## src/rtl/clk_ratio_pkg.sv

```systemverilog
package clk_ratio_pkg;
  localparam int unsigned CORE_SEL_W  = 2;
  localparam int unsigned SYS_SEL_W   = 4;
  localparam int unsigned CORE_SEL_RST = 0;
  localparam int unsigned SYS_SEL_RST  = 4;
endpackage

```

## src/rtl/clk_ratio_div.sv

```systemverilog
module clk_ratio_div #(
  parameter int unsigned RW = 4
) (
  input  logic          clk_i,
  input  logic          rst_ni,
  input  logic [RW-1:0] ratio_i,
  output logic          en_o,
  output logic          wrap_o
);
  logic [RW-1:0] cnt_q;

  assign en_o   = (cnt_q == '0);
  assign wrap_o = (cnt_q >= ratio_i - RW'(1));

  always_ff @(posedge clk_i or negedge rst_ni) begin
    if (!rst_ni)     cnt_q <= '0;
    else if (wrap_o) cnt_q <= '0;
    else             cnt_q <= cnt_q + RW'(1);
  end

  p_cnt_range_r6: assert property (@(posedge clk_i) disable iff (!rst_ni)
    cnt_q < ratio_i);
  p_unity_high_r6: assert property (@(posedge clk_i) disable iff (!rst_ni)
    (ratio_i == RW'(1)) |-> en_o);
endmodule

```

## src/rtl/clk_ratio_cfg.sv

```systemverilog
module clk_ratio_cfg #(
  parameter int unsigned CORE_W   = 2,
  parameter int unsigned SYS_W    = 4,
  parameter int unsigned CORE_RST = 0,
  parameter int unsigned SYS_RST  = 4,
  localparam int unsigned DW      = CORE_W + SYS_W
) (
  input  logic             clk_i,
  input  logic             rst_ni,
  input  logic             wr_en_i,
  input  logic [DW-1:0]    wr_data_i,
  input  logic             boundary_i,
  output logic [DW-1:0]    rd_data_o,
  output logic [SYS_W-1:0] core_ratio_o,
  output logic [SYS_W-1:0] sys_ratio_o
);
  localparam logic [SYS_W-1:0] ONE = SYS_W'(1);

  logic [CORE_W-1:0] pend_core_q, act_core_q;
  logic [SYS_W-1:0]  pend_sys_q,  act_sys_q;
  logic [CORE_W-1:0] wr_core;
  logic [SYS_W-1:0]  wr_sys, wr_core_ratio, wr_sys_fix;

  assign wr_core       = wr_data_i[CORE_W-1:0];
  assign wr_sys        = wr_data_i[DW-1:CORE_W];
  assign wr_core_ratio = ONE << wr_core;
  // clamp: system ratio raised to at least the core ratio (0 is illegal)
  assign wr_sys_fix    = (wr_sys < wr_core_ratio) ? wr_core_ratio : wr_sys;

  always_ff @(posedge clk_i or negedge rst_ni) begin
    if (!rst_ni) begin
      pend_core_q <= CORE_W'(CORE_RST);
      pend_sys_q  <= SYS_W'(SYS_RST);
      act_core_q  <= CORE_W'(CORE_RST);
      act_sys_q   <= SYS_W'(SYS_RST);
    end else begin
      if (wr_en_i) begin
        pend_core_q <= wr_core;
        pend_sys_q  <= wr_sys_fix;
      end
      if (boundary_i) begin
        act_core_q <= pend_core_q;
        act_sys_q  <= pend_sys_q;
      end
    end
  end

  assign rd_data_o    = {pend_sys_q, pend_core_q};
  assign core_ratio_o = ONE << act_core_q;
  assign sys_ratio_o  = act_sys_q;

  p_sys_ge_core_r4: assert property (@(posedge clk_i) disable iff (!rst_ni)
    sys_ratio_o >= core_ratio_o);
  p_rd_legal_r5: assert property (@(posedge clk_i) disable iff (!rst_ni)
    (pend_sys_q != '0) && (pend_sys_q >= (ONE << pend_core_q)));
  p_hold_r7: assert property (@(posedge clk_i) disable iff (!rst_ni)
    !boundary_i |=> $stable(act_core_q) && $stable(act_sys_q));
endmodule

```

## src/rtl/clk_ratio_ctrl.sv

```systemverilog
module clk_ratio_ctrl
  import clk_ratio_pkg::*;
#(
  parameter int unsigned CORE_W   = CORE_SEL_W,
  parameter int unsigned SYS_W    = SYS_SEL_W,
  parameter int unsigned CORE_RST = CORE_SEL_RST,
  parameter int unsigned SYS_RST  = SYS_SEL_RST,
  localparam int unsigned DW      = CORE_W + SYS_W
) (
  input  logic          clk_i,
  input  logic          rst_ni,
  input  logic          wr_en_i,
  input  logic [DW-1:0] wr_data_i,
  output logic [DW-1:0] rd_data_o,
  output logic          core_en_o,
  output logic          sys_en_o
);
  logic [SYS_W-1:0] ratio [2];
  logic [1:0]       en, wrap;
  logic             boundary;

  assign boundary = &wrap;

  clk_ratio_cfg #(
    .CORE_W(CORE_W), .SYS_W(SYS_W), .CORE_RST(CORE_RST), .SYS_RST(SYS_RST)
  ) u_cfg (
    .clk_i, .rst_ni, .wr_en_i, .wr_data_i,
    .boundary_i  (boundary),
    .rd_data_o,
    .core_ratio_o(ratio[0]),
    .sys_ratio_o (ratio[1])
  );

  // index 0: core divider, index 1: system divider
  for (genvar g = 0; g < 2; g++) begin : g_div
    clk_ratio_div #(.RW(SYS_W)) u_div (
      .clk_i, .rst_ni,
      .ratio_i(ratio[g]),
      .en_o   (en[g]),
      .wrap_o (wrap[g])
    );
  end

  assign core_en_o = en[0];
  assign sys_en_o  = en[1];

  p_align_r8: assert property (@(posedge clk_i) disable iff (!rst_ni)
    (sys_en_o && ((ratio[1] & (ratio[0] - SYS_W'(1))) == '0)) |-> core_en_o);
endmodule

```

## config.mk

```make
export PLATFORM = sky130hd
export DESIGN_NAME = clk_ratio_ctrl
export DESIGN_NICKNAME = d
export VERILOG_FILES = /design/src/rtl/clk_ratio_pkg.sv /design/src/rtl/clk_ratio_div.sv /design/src/rtl/clk_ratio_cfg.sv /design/src/rtl/clk_ratio_ctrl.sv
export SDC_FILE = /design/constraint.sdc
export NUM_CORES = 1
export LEC_CHECK = 0
export BUFFER_PORTS_ARGS = -buffer_cell sky130_fd_sc_hd__clkbuf_2
export CAP_MARGIN = 10
export CORE_AREA = 2 2 51 53
export CTS_CLUSTER_DIAMETER = 50
export DETAILED_ROUTE_END_ITERATION = 8
export DIE_AREA = 0 0 53 55
export PLACE_DENSITY = 0.74
export SYNTH_ARGS = -nofsm -noshare
export SYNTH_HDL_FRONTEND = slang
export SYNTH_HIERARCHICAL = 1
export SYNTH_SLANG_ARGS = --single-unit
```

## constraint.sdc

```tcl
create_clock -name clk_i -period 2.8 [get_ports clk_i]
set_input_delay 0.56 -clock clk_i [delete_from_list [all_inputs] [get_ports clk_i]]
set_output_delay 0.56 -clock clk_i [all_outputs]
set_load 0.05 [all_outputs]
```

==> impl_metrics.toml <==
[global_route]
grt-ovfl-total = 0
grt_max_degree = 21
grtUsageMet3_pct = 2.69
busiest_layer = "met2"
grtUsageMet1_pct = 19.0
antenna_found_initial = 0
gr-usage-met2_pct = 32.3
grt_pass1_vias = 842
grt_pass1_wl_mm = 3.58
track_usage_pct = 17.3

[sta]
worstMarginPinSlew_ps = 482
hold_viol = 0
whs_ps = 175
grt_setup_unrepaired = "no"
fin_crit_sh_pct = 87.8
fin_worst_skew_ps = 7.21
finalSetupTns_ps = 0
period_minus_slack_ps = 2460
setup_viol = 0
slew-limit-headroom_pct = 67.9
timing.fmax_ghz = 0.407
slew_violations = 0

[place]
hpwlAfterDp_mm = 1.74
place.gp.congestion = 0.790
io_buffers = 16

[synthesis]
synth-seq-area-share_pct = 40.0
syn_area_per_cell_um2 = 10.5
ys_ff_latch = 20
synth_nets = 146
syn_area_um2 = 1260
yosysUniqueCellTypes = 28
synth_top_area_cell = "dfrtp_1"
yosysTopAreaCellShare_pct = 35.9
yosysWarnings = 6
syn_inst = 120
synth_area_leaders = "dfrtp_1 (36%), ha_1 (17%), mux2_2 (7.2%)"

[finish]
n_antenna_cell = 0
nets = 165
fin_util_pct = 59.9
fillers = 223
layout-drive-gt1-share_pct = 25.4
syn_to_final_growth_pct = 12.8

[hold_path]
min_path_type = "input pin to asynchronous set/reset pin"

[routing]
drt_pass1_iterations = 3
num_vias = 892
avgViaCountPerCell = 5.31
drc = 0
ant_nets = 0
wl_per_cell_um = 12.9
drtIter0Drc = 4
totalWireLength_mm = 2.17

[setup_path]
start_kind = "flip-flop"
cp.arrival_ps = 2670
required_ps = 3010
crit_path_end_kind = "flip-flop"
worstPathMaxFanout = 6
crit_type = "flip-flop to flip-flop"

[cts]
htreeDepth = 1
clk_pin_slew_ps = 120
clk_latency_ps = 320
hold_buffers = 0
cts_tree = "yes"
cts_buffers = 3
clock_path_buffers = 2
cts_setup_buffers = 0
clock-sinks = 20
cts_root_buffer = "clkbuf_4"
cts_resized = 0

[floorplan]
core_region_area_um2 = 2360
fp.dieH_um = 55
rows = 18
ios = 17
die_area_um2 = 2920
die_x_um = 53
initial_core_util_pct = 53.1

[power]
leakagePower_nw = 0.676
p_per_area_nw_per_um2 = 1220
ir_drop_v = 0.000553

[status]
status = "finished clean"

[run]
cap_violations = 0
## final cells by class
type	instances	area (um2)	share of cell area [%]
Timing Repair Buffer	16	80.1	5.65
Inverter	12	45.0	3.18
Clock buffer	3	22.5	1.59
Sequential cell	20	503	35.5
Multi-Input combinational cell	86	699	49.3
Tap cell	30	37.5	2.65
Clock inverter	1	30.0	2.12
## Yosys cell counts, drive strengths merged
| master | number |
|---|---|
| and2 | 2 |
| dfstp | 2 |
| clkbuf | 1 |
| nand3 | 7 |
| nand4b | 2 |
| nand2 | 6 |
| xor2 | 2 |
| ha | 17 |
| inv | 12 |
| nor2 | 3 |
| o21a | 1 |
| a21oi | 6 |
| xnor2 | 6 |
| o211ai | 1 |
| o221ai | 2 |
| nor4 | 1 |
| a31oi | 1 |
| nor2b | 3 |
| a311o | 1 |
| or2 | 2 |
| nor3 | 8 |
| nand2b | 1 |
| nor3b | 4 |
| mux2 | 8 |
| dfrtp | 18 |
| or2b | 2 |
| buf | 1 |
## metrics by stage
stage          worst slack [ps]  cell area [um2]  cells  total power [mW]
2_1_floorplan               449             1260    120              1.31
3_3_place_gp                448             1370    164              1.44
3_5_place_dp                339             1370    164              1.50
4_1_cts                     318             1420    168              1.75
5_1_grt                     154             1420    168              1.89
6_report                    343             1420    168              1.72
## registers in the layout, summed over array words and instances (netlist names)
name and cells:
g_div.u_div/cnt_q 8, u_cfg/sys_ratio_o 4, u_cfg/pend_sys_q 4, u_cfg/act_core_q 2, u_cfg/pend_core_q 2
## worst paths after layout
check	start	to	slack, ps	depth (start not counted)
min	rst_ni	g_div[0].u_div/cnt_q[0]	180	1
max in group asynchronous	rst_ni	u_cfg/pend_sys_q[2]	2270	1
min in group clk_i	wr_data_i[4]	u_cfg/pend_sys_q[2]	500	3
max reg2reg	u_cfg/act_core_q[1]	u_cfg/sys_ratio_o[3]	340	10
max	u_cfg/act_core_q[1]	u_cfg/sys_ratio_o[3]	340	10
min reg2reg	g_div[1].u_div/cnt_q[0]	g_div[1].u_div/cnt_q[0]	510	1
## routing by layer
layer | wire, um | part of all wire [%]
met5 | 0 | 0
met4 | 38 | 1.7
met3 | 78 | 3.6
met2 | 1130 | 52
met1 | 922 | 42
## where the power goes
part           internal [mW]  switching, mW
clock                  0.145         0.0971
sequential             0.406         0.0996
combinational          0.440          0.536
## kinds of logic after synthesis
| group | after synthesis | synth area share [%] |
|---|---|---|
| compound gates | 12 | 7.87 |
| fa+ha+maj | 17 | 16.9 |
| buf+inv | 14 | 4.28 |
| xor+xnor | 8 | 5.58 |
| simple gates | 41 | 18.1 |
| flops | 20 | 40.0 |
| mux | 8 | 7.17 |
## critical path: stages, from the launching register on
cell and delay (ps):
dfrtp_1 430, nor2_1 150, inv_1 80, ha_1 210, xnor2_1 130, ha_1 290
nand3_1 90, a21oi_2 200, or2_1 130, and2_1 270, mux2_2 370
## cells in the final DEF, fill, tap and decap left out
| cell | count |
|---|---|
| and2_1 | 2 |
| clkbuf_2 | 16 |
| dfrtp_1 | 18 |
| a31oi_1 | 1 |
| dfstp_2 | 2 |
| nor4_1 | 1 |
| nor3_1 | 8 |
| a21oi_1 | 2 |
| ha_1 | 17 |
| a311o_1 | 1 |
| nand4b_1 | 2 |
| o21a_1 | 1 |
| nand2b_1 | 1 |
| nand3_1 | 7 |
| xor2_1 | 2 |
| nor3b_1 | 4 |
| mux2_2 | 8 |
| nor2b_1 | 3 |
| a21oi_2 | 4 |
| clkbuf_4 | 3 |
| or2b_1 | 2 |
| nand2_1 | 6 |
| inv_1 | 12 |
| or2_1 | 2 |
| nor2_1 | 3 |
| xnor2_1 | 6 |
| o211ai_2 | 1 |
| bufinv_16 | 1 |
| o221ai_1 | 2 |
No activity file was read; power rests on OpenSTA's default activity.
